**config.mk**
```make
export PLATFORM = sky130hd
export DESIGN_NAME = lnd_negotiator
export DESIGN_NICKNAME = d
export VERILOG_FILES = /design/src/rtl/lnd_pkg.sv /design/src/rtl/lnd_drive_table.sv /design/src/rtl/lnd_req_max.sv /design/src/rtl/lnd_lane_pack.sv /design/src/rtl/lnd_negotiator.sv
export SDC_FILE = /design/constraint.sdc
export NUM_CORES = 1
export LEC_CHECK = 0
export ABC_AREA = 0
export BUFFER_PORTS_ARGS = -buffer_cell sky130_fd_sc_hd__buf_2
export CAP_MARGIN = 20
export CORE_UTILIZATION = 30
export DETAILED_ROUTE_END_ITERATION = 7
export SYNTH_ARGS = -nofsm -noshare
export SYNTH_HDL_FRONTEND = slang
export SYNTH_SLANG_ARGS = --single-unit
```
**constraint.sdc**
```tcl
create_clock -name clk -period 8.9 [get_ports clk]
set_clock_uncertainty 0.05 [all_clocks]
set_input_delay 0.445 -clock clk [delete_from_list [all_inputs] [get_ports clk]]
set_output_delay 0.445 -clock clk [all_outputs]
set_load 0.01 [all_outputs]
```
**src/rtl/lnd_pkg.sv**
```systemverilog
package lnd_pkg;

    localparam int LND_LANES = 4;

    typedef enum logic [1:0] {
        ST_IDLE  = 2'd0,
        ST_SWING = 2'd1,
        ST_PRE   = 2'd2
    } lnd_state_e;

    // Clamp a 2-bit request against a 2-bit limit; bit 2 flags the limit.
    function automatic logic [2:0] lnd_clamp(input logic [1:0] req,
                                             input logic [1:0] lim);
        if (req >= lim) begin
            return {1'b1, lim};
        end
        return {1'b0, req};
    endfunction

endpackage

```
**src/rtl/lnd_drive_table.sv**
```systemverilog
module lnd_drive_table #(
    parameter int DEPTH = 8,
    parameter int IDX_W = 3
) (
    input  logic             clk,
    input  logic             rst_n,
    input  logic             wr_en,
    input  logic [IDX_W-1:0] wr_idx,
    input  logic [1:0]       wr_swing,
    input  logic [1:0]       wr_pre,
    input  logic [IDX_W-1:0] rd_idx,
    output logic             rd_valid,
    output logic [1:0]       rd_swing,
    output logic [1:0]       rd_pre
);

    logic [DEPTH-1:0] vld_d, vld_q;
    logic [1:0]       sw_d [DEPTH];
    logic [1:0]       sw_q [DEPTH];
    logic [1:0]       pe_d [DEPTH];
    logic [1:0]       pe_q [DEPTH];

    always_comb begin
        vld_d = vld_q;
        sw_d  = sw_q;
        pe_d  = pe_q;
        if (wr_en && (int'(wr_idx) < DEPTH)) begin
            vld_d[wr_idx] = 1'b1;
            sw_d[wr_idx]  = wr_swing;
            pe_d[wr_idx]  = wr_pre;
        end
    end

    always_ff @(posedge clk or negedge rst_n) begin
        if (!rst_n) begin
            vld_q <= '0;
            for (int i = 0; i < DEPTH; i++) begin
                sw_q[i] <= 2'd0;
                pe_q[i] <= 2'd0;
            end
        end else begin
            vld_q <= vld_d;
            sw_q  <= sw_d;
            pe_q  <= pe_d;
        end
    end

    assign rd_valid = vld_q[rd_idx];
    assign rd_swing = sw_q[rd_idx];
    assign rd_pre   = pe_q[rd_idx];

endmodule

```
**src/rtl/lnd_req_max.sv**
```systemverilog
module lnd_req_max (
    input  logic [7:0] req_lo,
    input  logic [7:0] req_hi,
    input  logic [2:0] lanes,
    output logic [1:0] max_swing,
    output logic [1:0] max_pre
);

    import lnd_pkg::*;

    logic [15:0] all_req;
    assign all_req = {req_hi, req_lo};

    always_comb begin
        logic [3:0] nib;
        max_swing = 2'd0;
        max_pre   = 2'd0;
        for (int i = 0; i < LND_LANES; i++) begin
            nib = all_req[4*i +: 4];
            if (i < int'(lanes)) begin
                if (nib[1:0] > max_swing) max_swing = nib[1:0];
                if (nib[3:2] > max_pre)   max_pre   = nib[3:2];
            end
        end
    end

endmodule

```
**src/rtl/lnd_lane_pack.sv**
```systemverilog
module lnd_lane_pack (
    input  logic [2:0]  swing_f,
    input  logic [2:0]  pre_f,
    input  logic [2:0]  lanes,
    output logic [31:0] word
);

    import lnd_pkg::*;

    for (genvar g = 0; g < LND_LANES; g++) begin : g_lane
        assign word[8*g +: 8] = (g < int'(lanes)) ? {2'b00, pre_f, swing_f} : 8'h00;
    end

endmodule

```
**src/rtl/lnd_negotiator.sv**
```systemverilog
module lnd_negotiator #(
    parameter  int DEPTH = 8,
    localparam int IDX_W = $clog2(DEPTH)
) (
    input  logic             clk,
    input  logic             rst_n,
    input  logic             tbl_wr,
    input  logic [IDX_W-1:0] tbl_idx,
    input  logic [1:0]       tbl_swing,
    input  logic [1:0]       tbl_pre,
    input  logic             start,
    input  logic [7:0]       req_lo,
    input  logic [7:0]       req_hi,
    input  logic [2:0]       lane_cnt,
    output logic [31:0]      lane_set,
    output logic             busy,
    output logic             done
);

    import lnd_pkg::*;

    localparam logic [IDX_W-1:0] LAST_IDX = IDX_W'(DEPTH - 1);

    typedef struct packed {
        lnd_state_e       st;
        logic [IDX_W-1:0] idx;
        logic [7:0]       req_lo;
        logic [7:0]       req_hi;
        logic [2:0]       lanes;
        logic [1:0]       lim;
        logic [2:0]       swing_f;
        logic [1:0]       pre_acc;
        logic [31:0]      word;
        logic             done;
    } neg_state_t;

    neg_state_t r_d, r_q;

    logic       rd_valid;
    logic [1:0] rd_swing, rd_pre;
    logic [1:0] max_swing, max_pre;
    logic [1:0] pre_cand;
    logic [2:0] pre_f;
    logic [31:0] pack_word;
    logic       busy_w;

    assign busy_w = (r_q.st != ST_IDLE);

    lnd_drive_table #(.DEPTH(DEPTH), .IDX_W(IDX_W)) u_tbl (
        .clk      (clk),
        .rst_n    (rst_n),
        .wr_en    (tbl_wr && !busy_w),
        .wr_idx   (tbl_idx),
        .wr_swing (tbl_swing),
        .wr_pre   (tbl_pre),
        .rd_idx   (r_q.idx),
        .rd_valid (rd_valid),
        .rd_swing (rd_swing),
        .rd_pre   (rd_pre)
    );

    lnd_req_max u_max (
        .req_lo    (r_q.req_lo),
        .req_hi    (r_q.req_hi),
        .lanes     (r_q.lanes),
        .max_swing (max_swing),
        .max_pre   (max_pre)
    );

    // Pre-emphasis candidate including the entry read this cycle.
    assign pre_cand = (rd_valid && (rd_swing == r_q.swing_f[1:0]) && (rd_pre > r_q.pre_acc))
                      ? rd_pre : r_q.pre_acc;
    assign pre_f    = lnd_clamp(max_pre, pre_cand);

    lnd_lane_pack u_pack (
        .swing_f (r_q.swing_f),
        .pre_f   (pre_f),
        .lanes   (r_q.lanes),
        .word    (pack_word)
    );

    always_comb begin
        logic [1:0] lim_cand;
        r_d      = r_q;
        r_d.done = 1'b0;
        lim_cand = (rd_valid && (rd_swing > r_q.lim)) ? rd_swing : r_q.lim;
        case (r_q.st)
            ST_IDLE: begin
                if (start) begin
                    r_d.st     = ST_SWING;
                    r_d.idx    = '0;
                    r_d.req_lo = req_lo;
                    r_d.req_hi = req_hi;
                    r_d.lanes  = lane_cnt;
                    r_d.lim    = 2'd0;
                end
            end
            ST_SWING: begin
                r_d.lim = lim_cand;
                if (r_q.idx == LAST_IDX) begin
                    r_d.swing_f = lnd_clamp(max_swing, lim_cand);
                    r_d.st      = ST_PRE;
                    r_d.idx     = '0;
                    r_d.pre_acc = 2'd0;
                end else begin
                    r_d.idx = r_q.idx + 1'b1;
                end
            end
            ST_PRE: begin
                r_d.pre_acc = pre_cand;
                if (r_q.idx == LAST_IDX) begin
                    r_d.word = pack_word;
                    r_d.done = 1'b1;
                    r_d.st   = ST_IDLE;
                    r_d.idx  = '0;
                end else begin
                    r_d.idx = r_q.idx + 1'b1;
                end
            end
            default: r_d.st = ST_IDLE;
        endcase
    end

    always_ff @(posedge clk or negedge rst_n) begin
        if (!rst_n) begin
            r_q <= '{st: ST_IDLE, default: '0};
        end else begin
            r_q <= r_d;
        end
    end

    assign lane_set = r_q.word;
    assign busy     = busy_w;
    assign done     = r_q.done;

endmodule

```
### After elaboration in Yosys (flattened, before gate mapping)

Cells that the tools add are included.

| word-level totals | value |
|---|---|
| bits in registers | 102 |
| bits in latches | 0 |
| bits in writable memories | 0 |
| ROM bits | 0 |
| input port bits | 30 |
| output and inout bits | 34 |
| logic and storage cells | 135 |
| memories | 0 |

| cells by class | value |
|---|---|
| add/sub/neg operators | 1 |
| multiply operators | 0 |
| div/mod/pow operators | 0 |
| magnitude comparators | 22 |
| equal/unequal tests | 7 |
| shift-type cells | 0 |
| muxes and demuxes | 55 |
| bitwise gates (word level) | 3 |
| reductions and logical operators | 20 |

Operators with widths:

| kind | count |
|---|---|
| two-way mux 2 bit | 26 |
| bitwise mux 16 bit | 2 |
| two-way mux 26 bit | 1 |
| two-way mux 6 bit | 4 |
| greater-than comparator 2 bit | 8 |
| two-way mux 3 bit | 5 |
| binary-select mux 2 bit (select 3 bit) | 2 |
| AND reduction 2 bit | 6 |
| >= comparator 4 bit, second input constant | 2 |
| less-than comparator 3 x 4 -> 1 bit, second input constant | 2 |
| two-way mux 1 bit | 8 |
| inverter 3 -> 4 bit | 2 |
| OR 8 bit | 1 |
| case mux 2 bit (2 select lines) | 2 |
| nonzero test 2 bit | 4 |
| demux 2 bit (select 3 bit) | 1 |
| logical AND 1 bit | 6 |
| less-than comparator 1 x 3 -> 1 bit, first input constant | 2 |
| less-than comparator 2 x 3 -> 1 bit, first input constant | 2 |
| inequality test 2 bit, second input constant | 3 |
| case mux 2 bit (3 select lines) | 1 |
| case mux 3 bit (2 select lines) | 1 |
| >= comparator 2 bit | 2 |
| greater-than comparator 2 x 1 -> 1 bit, second input constant | 2 |
| other kinds (13) | 13 |

### Longest topological paths before layout

Gate-level depths: netlist of the first run.

| depth | value |
|---|---|
| depth in word-level cells | 17 |
| depth in mapped cells | 22 |
| depth with buffers taken out | 21 |

### By module

Synthesis of the first run repeated with hierarchy kept, for this count alone.

| second synthesis, totals | value |
|---|---|
| cell total of the unflattened synthesis | 462 |
| area, all modules | 5814.3 um^2 |

Modules (own cells, without submodules):

| module | instances | cells each | area an instance (um^2) | seq. area each (um^2) |
|---|---|---|---|---|
| lnd_negotiator | 1 | 239 | 3083.0 | 1601.5 |
| lnd_drive_table | 1 | 105 | 1843.0 | 1001.0 |
| lnd_req_max | 1 | 82 | 643.1 | 0.0 |
| lnd_lane_pack | 1 | 36 | 245.2 | 0.0 |

### Worst setup path before layout of the first run

Ideal clock, no wire load.

| timing path | value |
|---|---|
| kind | register to register |
| start point | register r_q[42] in the netlist's numbering |
| end point | register r_q[35] in the netlist's numbering |
| library setup time | 0.074 ns |
| arrival | 4.711 ns |
| data required time | 8.776 ns |
| slack | 4.065 ns |
| cell stages (with the launch flop) | 22 |
| path buffers | 1 |
| clock period less this slack | 4.835 ns |
| cells stage by stage | dfrtp_1 -> buf_2 -> or3_1 -> and2_1 -> ha_1 -> nor2b_1 -> o311a_1 -> or2_2 -> ha_1 -> nor2b_1 -> or4_1 -> o31a_1 -> ha_1 -> inv_1 -> o221ai_1 -> nor2_1 -> a21oi_1 -> ha_1 -> nand2b_1 -> a21oi_1 -> mux2_2 -> o21ai_2 |

| on the way | value |
|---|---|
| cells in the longest elaborated chain, start to end | 16 |
| elaborated cells on any way between the ends | 19 |
| classes of those cells | order compare: 8; mux: 11 |

RTL lines:

| item | line | RTL |
|---|---|---|
| start: declaration | lnd_negotiator.sv:37 | `neg_state_t r_d, r_q;` |
| start signal: assignment | lnd_negotiator.sv:128 | `r_q <= r_d;` |
| less-than comparator 1 x 3 -> 1 bit | lnd_req_max.sv:20 | `if (i < int'(lanes)) begin` |
| two-way mux 2 bit | lnd_req_max.sv:20 |  |
| greater-than comparator 2 bit | lnd_req_max.sv:21 | `if (nib[1:0] > max_swing) max_swing = nib[1:0];` |
| two-way mux 2 bit | lnd_req_max.sv:21 |  |
| two-way mux 2 bit | lnd_req_max.sv:20 |  |
| greater-than comparator 2 bit | lnd_req_max.sv:21 |  |
| two-way mux 2 bit | lnd_req_max.sv:21 |  |
| two-way mux 2 bit | lnd_req_max.sv:20 |  |
| greater-than comparator 2 bit | lnd_req_max.sv:21 |  |
| two-way mux 2 bit | lnd_req_max.sv:21 |  |
| two-way mux 2 bit * | lnd_req_max.sv:20 |  |
| >= comparator 2 bit | lnd_pkg.sv:14 | `if (req >= lim) begin` |
| two-way mux 1 bit | lnd_pkg.sv:14 |  |
| two-way mux 1 bit | lnd_negotiator.sv:100 | `if (r_q.idx == LAST_IDX) begin` |
| two-way mux 1 bit | lnd_negotiator.sv:87 | `case (r_q.st)` |
| two-way mux 3 bit * | lnd_pkg.sv:17 | `return {1'b0, req};` |

Mark *: on every way between the ends. The rest lies on a longest branch, timed or not. The select of a mux whose other input is x is not followed.
A chain may end at the register's enable or synchronous reset.

### Worst setup path after layout of the first run

Ends and elaborated chain as after synthesis.

==> results.toml, run 1 <==
[clocking]
clock_tree_from_tritoncts = "yes"
cts_root_buffer = "sky130_fd_sc_hd__clkbuf_16"
cts.clk_slew.worst_paths_ns = 0.08
worst_skew_pair.late_latency_ns = 0.35
clock_tree.buffer_depth = 2
clock-sinks = 96
htree_levels = 3
cts_made_buffers = 9
cts-resized-gates = 0

[setup_path]
regToRegEndpoint = "r_q[35]"
worstSetupStartpoint = "r_q[42]"
reg2regPathDepth = 20
critPathLaunchType = "flop"
timing.critical_path.arrival_ns = 5.53
critPathRequiredTime_ns = 9.13
critical_path.endpoint_type = "flop"
r2r_slack_ns = 3.61
r2r-start = "r_q[42]"
worstSetupPathType = "reg2reg"
critPathCapture = "r_q[35]"
path_max_fanout = 20

[grt]
grt_pass1_vias = 3601
grt_antenna_before_repair = 0
global_route.overflow_total = 0
grt_start_max_net_pins = 67
grt_pass1_wl_um = 18400
grt_usage = 0.130

[finish]
post_route_cells_drive_above_1_share = 0.304
multiInputGateArea_mm2 = 0.00257
synthToLayoutAreaGrowth_pct = 10.6
final.fill_count = 1746
register_area_mm2 = 0.00240
most-common-layout-cells = "sky130_fd_sc_hd__dfrtp_1 (96), sky130_fd_sc_hd__mux2_2 (57), sky130_fd_sc_hd__buf_2 (54)"
mostFrequentLayoutCell = "sky130_fd_sc_hd__dfrtp_1"
layout.nets = 562
diodes = 0

[placed_design]
numPortBuffers = 55
weighted_congestion_at_the_end_of_routability_driven_global_placement = 0.766
detailed_place_hpwl_um = 8150

[timing]
finalSetupTns_ns = 0
achievable-frequency_mhz = 189
slew-limit-headroom = 0.327
final-hold-violation-count = 0
setup_viol_count_final = 0
timing_max_transition_violations_final = 0
hold-worst-slack_ns = 0.267
tightest_slew_ns = 1.01
finalCritPeriodShare = 0.595
final.min_clock_period_ns = 5.29
rsz0062_at_grt = "false"

[yosys]
syn-mean-instance-area_um2 = 11.4
synth_compound_area_frac = 0.111
synth_flop_cell = "sky130_fd_sc_hd__dfrtp_1"
postSynthRegisterBits = 96
synth_enable_flop_cells = 0
netlist.top_cell.by_area = "sky130_fd_sc_hd__dfrtp_1"
synth_adder_area_share = 0.0767
yosysTopAreaCellShare = 0.446
syn_area_mm2 = 0.00538
syn_warnings = 0
muxShareOfSynthArea = 0.182
ys_seq_area_frac = 0.446
post_synth_xor_area_fraction = 0.00511
simple_gate_portion_of_the_synthesized_area = 0.0981
async_flop_share = 1.00
dominant_combinational_cell_family_by_area_after_synthesis = "multiplexers"
netlist_instances = 472
yosysUniqueCellTypes = 58
synth.area.top_cells = "sky130_fd_sc_hd__dfrtp_1 (45%), sky130_fd_sc_hd__mux2_2 (12%), sky130_fd_sc_hd__ha_1 (7.7%), sky130_fd_sc_hd__buf_4 (4.5%), sky130_fd_sc_hd__nand2_1 (3.1%)"

[floorplan]
y_dimension_of_the_die_um = 136
coreArea_mm2 = 0.0174
die_area_mm2 = 0.0185
top_level_ports = 64
initial_core_util = 0.309
die-width_um = 136
floorplan.rows = 48

[routing]
detailedRoute.firstIterationViolations = 147
drc_errors = 0
route.vias.total = 3538
number_of_nets_still_failing_antenna_checks_after_routing = 0
detail_route.first_pass.iterations = 5
finalWirelength_um = 11100
routed_length_per_placed_instance_um = 15.2
via_per_inst = 4.85

[worst_hold_path]
worstHoldPathType = "in2reg"
worst_hold_path.num_cells = 2

[power]
vdd_ir_drop_max_uv = 161
power.static_leakage_nw = 2.79
power-per-cell-area_mw_per_mm2 = 368

[job]
maxCapViolations = 0

[status]
outcome = "complete, no violations"
[cell families (layout without fill, tap and decap cells)]
logic type,count (synthesis),in the layout
AO/OA/AOI/OAI,78,78
other,1,8
flip-flops,96,96
XOR/XNOR,1,1
buffers and inverters,76,101
AND/OR/NAND/NOR,108,108
adder cells (fa/ha/maj),33,33
multiplexers,79,79
[cell usage after synthesis (2+ instances only)]
cell type / instances
sky130_fd_sc_hd__mux2i_1: 14
sky130_fd_sc_hd__a22o_1: 9
sky130_fd_sc_hd__nand3_1: 6
sky130_fd_sc_hd__ha_1: 33
sky130_fd_sc_hd__nand3b_1: 2
sky130_fd_sc_hd__a21o_1: 3
sky130_fd_sc_hd__a21oi_1: 12
sky130_fd_sc_hd__mux4_1: 6
sky130_fd_sc_hd__inv_1: 28
sky130_fd_sc_hd__a211oi_4: 2
sky130_fd_sc_hd__o21ai_0: 18
sky130_fd_sc_hd__a32o_1: 3
sky130_fd_sc_hd__nor2_1: 20
sky130_fd_sc_hd__buf_2: 3
sky130_fd_sc_hd__or2_2: 8
sky130_fd_sc_hd__dfrtp_1: 96
sky130_fd_sc_hd__a22oi_1: 3
sky130_fd_sc_hd__clkbuf_1: 9
sky130_fd_sc_hd__nand2b_1: 9
sky130_fd_sc_hd__mux2_2: 57
sky130_fd_sc_hd__nor2b_1: 7
sky130_fd_sc_hd__o31ai_1: 3
sky130_fd_sc_hd__a31oi_1: 3
sky130_fd_sc_hd__buf_4: 32
sky130_fd_sc_hd__nand2_1: 44
sky130_fd_sc_hd__or3_1: 3
sky130_fd_sc_hd__o21ba_2: 3
sky130_fd_sc_hd__o31a_1: 2
sky130_fd_sc_hd__buf_1: 2
sky130_fd_sc_hd__and2_1: 2
sky130_fd_sc_hd__or4_1: 2
sky130_fd_sc_hd__o22a_1: 2
[critical path: stages (launching register included)]
cell                       delay, ns
sky130_fd_sc_hd__dfrtp_1        0.61
sky130_fd_sc_hd__or3_1          0.53
sky130_fd_sc_hd__and2_1         0.19
sky130_fd_sc_hd__ha_1           0.25
sky130_fd_sc_hd__nor2b_1        0.14
sky130_fd_sc_hd__o311a_1        0.34
sky130_fd_sc_hd__or2_2          0.29
sky130_fd_sc_hd__ha_1           0.27
sky130_fd_sc_hd__nor2b_1        0.14
sky130_fd_sc_hd__or4_1          0.47
sky130_fd_sc_hd__o31a_1         0.14
sky130_fd_sc_hd__ha_1           0.27
sky130_fd_sc_hd__inv_1          0.04
sky130_fd_sc_hd__o221ai_1       0.21
sky130_fd_sc_hd__nor2_1         0.06
sky130_fd_sc_hd__a21oi_1        0.15
sky130_fd_sc_hd__ha_1           0.25
sky130_fd_sc_hd__nand2b_1       0.15
sky130_fd_sc_hd__a21oi_1        0.20
sky130_fd_sc_hd__mux2_2         0.37
sky130_fd_sc_hd__o21ai_2        0.10
[per-layer routing]
metal | up-vias | GRT usage | share of wire
met3 | 17 | 0.0336 | 0.041
met1 | 1774 | 0.159 | 0.44
met4 | 0 | 0.0500 | 0.018
met2 | 71 | 0.219 | 0.50
li1 | 1676 | - | -
met5 | - | 0 | 0
[how the worst min path moves through the flow]
| stage | start | end | slack (ns) |
|---|---|---|---|
| after floorplan | rst_n | done | 0.1 |
| after global placement | rst_n | u_tbl.sw_q[15] | 0.35 |
| after detailed placement | rst_n | u_tbl.sw_q[11] | 0.36 |
| after CTS | lane_cnt[0] | r_q[40] | 0.26 |
| after global routing | lane_cnt[0] | r_q[40] | 0.26 |
| final | lane_cnt[0] | r_q[40] | 0.27 |
[through the flow]
step	total power [mW]	cell area (µm²)	std cells	utilization	worst slack, ns
4_1_cts	2.22	5950	729	0.342	3.59
2_1_floorplan	1.58	5410	479	-	4.07
6_report	2.19	5950	729	0.342	3.61
3_3_place_gp	1.74	5650	712	0.324	3.77
5_1_grt	2.39	5950	729	0.342	3.13
3_5_place_dp	1.82	5650	712	0.324	3.62
[report_power, final]
part           switching (mW)  internal (mW)  total [mW]
logic                   0.541          0.543        1.08
registers               0.139          0.583       0.722
clock network           0.187          0.199       0.385
[state kept, by name, summed over array words and instances (netlist names)]
name,count
u_tbl.sw_q,16
u_tbl.vld_q,8
u_tbl.pe_q,16
lane_set,24
done,1
r_q,31
[final cells by class]
type | instances | share of cell area
clock buffers | 9 | 0.0378
inverters | 28 | 0.0177
repair buffers | 57 | 0.0496
clock inverters | 7 | 0.0116
multi-input cells | 307 | 0.432
well taps | 225 | 0.0473
flip-flops and latches | 96 | 0.404
[what timing repair did]
item,CTS,global route
hold buffers,1,0
endpoints found under the hold margin,30,0
buffers inserted,0,0
(Power assumes the default switching activity.)
==> run 2: changes to the inputs <==
--- a/config.mk
+++ b/config.mk
@@ -5,7 +5,7 @@
 export SDC_FILE = /design/constraint.sdc
 export NUM_CORES = 1
 export LEC_CHECK = 0
-export ABC_AREA = 0
+export ABC_AREA = 1
 export BUFFER_PORTS_ARGS = -buffer_cell sky130_fd_sc_hd__buf_2
 export CAP_MARGIN = 20
 export CORE_UTILIZATION = 30
==> constraint.sdc (replaced) <==
create_clock -name clk -period 4.8 [get_ports clk]
set_clock_uncertainty 0.05 [all_clocks]
set_input_delay 0.24 -clock clk [delete_from_list [all_inputs] [get_ports clk]]
set_output_delay 0.24 -clock clk [all_outputs]
set_load 0.01 [all_outputs]
==> run 2 against run 1 <==
Net effect:
- clock power up 92%
- via count grew 13%
- synthesized area down 3.4%
- non-clock buffer count increased by 4
- combinational power rose by 56%
- cell area fell by 2.1%
- first-iteration DRC count grew 74%
- final cell count up 23%
- sequential power is 59% higher
- highest routed layer unchanged
==> results.toml, run 2 <==
[finish]
layout.nets = 736
most-common-layout-cells = "sky130_fd_sc_hd__nand2_1 (160), sky130_fd_sc_hd__dfrtp_1 (96), sky130_fd_sc_hd__inv_1 (86)"
mostFrequentLayoutCell = "sky130_fd_sc_hd__nand2_1"
fin_util = 0.348
final_cell_count_no_fill = 898
number_of_flip_flops_under_the_largest_register_name = 31
largest_register = "r_q"
post_route_cells_drive_above_1_share = 0.145
final_instance_area_mm2 = 0.00582
diodes = 0
synthToLayoutAreaGrowth_pct = 12.0

[clocking]
htree_levels = 3
clock_tree.buffer_depth = 2
clock_tree_from_tritoncts = "yes"
cts.clk_slew.worst_paths_ns = 0.07
cts_made_buffers = 9
worst_skew_pair.late_latency_ns = 0.35
clock-sinks = 96
cts_root_buffer = "sky130_fd_sc_hd__clkbuf_16"
cts_setup_buffers = 0

[yosys]
yosys.cell_count.top_type = "sky130_fd_sc_hd__nand2_1"
yosysTopAreaCellShare = 0.462
postSynthRegisterBits = 96
synth_top_cells_by_count = "sky130_fd_sc_hd__nand2_1 (160), sky130_fd_sc_hd__dfrtp_1 (96), sky130_fd_sc_hd__inv_1 (86), sky130_fd_sc_hd__o21ai_0 (74), sky130_fd_sc_hd__nor2_1 (46)"
yosysUniqueCellTypes = 31
synth.area.top_cells = "sky130_fd_sc_hd__dfrtp_1 (46%), sky130_fd_sc_hd__nand2_1 (12%), sky130_fd_sc_hd__ha_1 (7.9%), sky130_fd_sc_hd__o21ai_0 (7.1%), sky130_fd_sc_hd__inv_1 (6.2%)"
synth_enable_flop_cells = 0
netlist_instances = 638
async_flop_share = 1.00
netlist.top_cell.by_area = "sky130_fd_sc_hd__dfrtp_1"
syn_warnings = 0
synth_flop_cell = "sky130_fd_sc_hd__dfrtp_1"
ys_seq_area_frac = 0.462
syn_area_mm2 = 0.00520
syn-mean-instance-area_um2 = 8.15

[setup_path]
critical_path.endpoint_type = "flop"
critPathLaunchType = "flop"
timing.critical_path.arrival_ns = 4.51
timing.critical_path.slowest_stage_cell = "sky130_fd_sc_hd__dfrtp_1"
worst-path-buf-inv = 5
critPathRequiredTime_ns = 5.03
timing.critical_path.max_delay_family = "simple AND/OR/NAND/NOR gates"
delay_of_the_slowest_cell_on_the_worst_path_ns = 0.44
path_max_fanout = 11
worstSetupPathType = "reg2reg"

[timing]
final-hold-violation-count = 0
achievable-frequency_mhz = 234
tightest_slew_ns = 0.957
timing_max_transition_violations_final = 0
finalCritPeriodShare = 0.891
finalSetupTns_ns = 0
slew-limit-headroom = 0.361
final.min_clock_period_ns = 4.28
rsz0062_at_grt = "false"
setup_viol_count_final = 0

[power]
finalPower_mw = 3.58
power-per-cell-area_mw_per_mm2 = 615
power.static_leakage_nw = 3.11
vdd_ir_drop_max_uv = 222

[floorplan]
die_area_mm2 = 0.0179
coreArea_mm2 = 0.0168
top_level_ports = 64
floorplan.rows = 47
die-width_um = 134
initial_core_util = 0.310
y_dimension_of_the_die_um = 134

[routing]
routed_length_per_placed_instance_um = 12.3
route.vias.total = 4010
via_per_inst = 4.47
number_of_nets_still_failing_antenna_checks_after_routing = 0
detail_route.first_pass.iterations = 4
finalWirelength_um = 11100
detailedRoute.firstIterationViolations = 256
drc_errors = 0

[grt]
grt_pass1_vias = 3856
grt_start_max_net_pins = 65
grt_antenna_before_repair = 0
grt_usage = 0.133
grt_pass1_wl_um = 18800
global_route.overflow_total = 0

[worst_hold_path]
worstHoldPathType = "in2reg"

[placed_design]
placedCellCount = 881
numPortBuffers = 55
dpl_cell_area_mm2 = 0.00550
weighted_congestion_at_the_end_of_routability_driven_global_placement = 0.740
detailed_place_hpwl_um = 8190

[status]
outcome = "complete, no violations"

[job]
maxCapViolations = 0
-- run 2: routing by layer --
| metal | vias to the layer above | track usage | wire length [µm] |
|---|---|---|---|
| li1 | 2073 | - | - |
| met1 | 1880 | 0.177 | 5380 |
| met2 | 43 | 0.216 | 5210 |
| met3 | 14 | 0.0175 | 258 |
| met4 | 0 | 0.0587 | 213 |
| met5 | - | 0 | 0 |
-- run 2: timing repair --
| item | in CTS | in global routing |
|---|---|---|
| endpoints found under the setup margin | 0 | 3 |
| hold buffers | 1 | 0 |
| gates resized for setup | 0 | 1 |
| endpoints found under the hold margin | 63 | 0 |
-- run 2: cell type report --
cell class / count / area, µm²
inverter: 91 / 342
multi-input combinational: 414 / 2170
sequential: 96 / 2400
tap: 220 / 275
clock inverter: 5 / 63.8
timing repair buffer: 61 / 325
fill: 1758 / 10900
clock buffer: 11 / 243
-- run 2: worst register-to-register path, stage by stage (launching register included) --
cell and delay (ns):
sky130_fd_sc_hd__dfrtp_1 0.44, sky130_fd_sc_hd__nor2_4 0.30, sky130_fd_sc_hd__nand2_2 0.12, sky130_fd_sc_hd__nand2_1 0.10, sky130_fd_sc_hd__ha_1 0.24, sky130_fd_sc_hd__o21bai_1 0.17, sky130_fd_sc_hd__nand3_2 0.10, sky130_fd_sc_hd__o21ai_2 0.14
sky130_fd_sc_hd__inv_2 0.06, sky130_fd_sc_hd__ha_1 0.26, sky130_fd_sc_hd__inv_1 0.04, sky130_fd_sc_hd__o221ai_2 0.18, sky130_fd_sc_hd__or2_1 0.16, sky130_fd_sc_hd__nand2_1 0.06, sky130_fd_sc_hd__ha_1 0.26, sky130_fd_sc_hd__inv_1 0.03
sky130_fd_sc_hd__o221ai_1 0.28, sky130_fd_sc_hd__nand3_2 0.12, sky130_fd_sc_hd__o21ai_2 0.09, sky130_fd_sc_hd__ha_1 0.26, sky130_fd_sc_hd__nor2_1 0.10, sky130_fd_sc_hd__inv_1 0.05, sky130_fd_sc_hd__a21oi_2 0.25, sky130_fd_sc_hd__inv_1 0.09
sky130_fd_sc_hd__nand3_2 0.10, sky130_fd_sc_hd__nand3_1 0.07, sky130_fd_sc_hd__nand2_1 0.06
-- run 2: cells by family after synthesis --
group	Yosys count	synth area share
flip-flops	96	0.462
multiplexers	4	0.00866
buffers and inverters	135	0.126
AND/OR/NAND/NOR	253	0.203
adder cells (fa/ha/maj)	33	0.0794
other	1	0.000721
AO/OA/AOI/OAI	116	0.121
-- run 2: path summary, 6_finish.rpt --
kind	startpoint	endpoint	slack [ns]	depth (start not counted)
setup / recovery	r_q[42]	lane_set[27]	0.52	26
hold / removal	req_lo[3]	r_q[54]	0.07	2
setup reg to reg	r_q[42]	lane_set[27]	0.52	26
hold reg to reg	u_tbl.vld_q[5]	u_tbl.vld_q[5]	0.41	2
max in group asynchronous	rst_n	u_tbl.sw_q[10]	3.26	3
min in group asynchronous	rst_n	lane_set[4]	0.48	2
-- run 2: report_power, final --
| group | switching (mW) | internal [mW] |
|---|---|---|
| clock | 0.317 | 0.422 |
| combinational | 1.06 | 0.635 |
| sequential | 0.143 | 1.01 |
-- run 2: through the flow --
step	hold WS [ns]	setup slack, ns
detailed placement	0.346	0.390
global placement	0.342	0.533
floorplan	-0.106	0.866
global route	0.0657	0.0903
finish	0.0665	0.521
CTS	0.0543	0.351
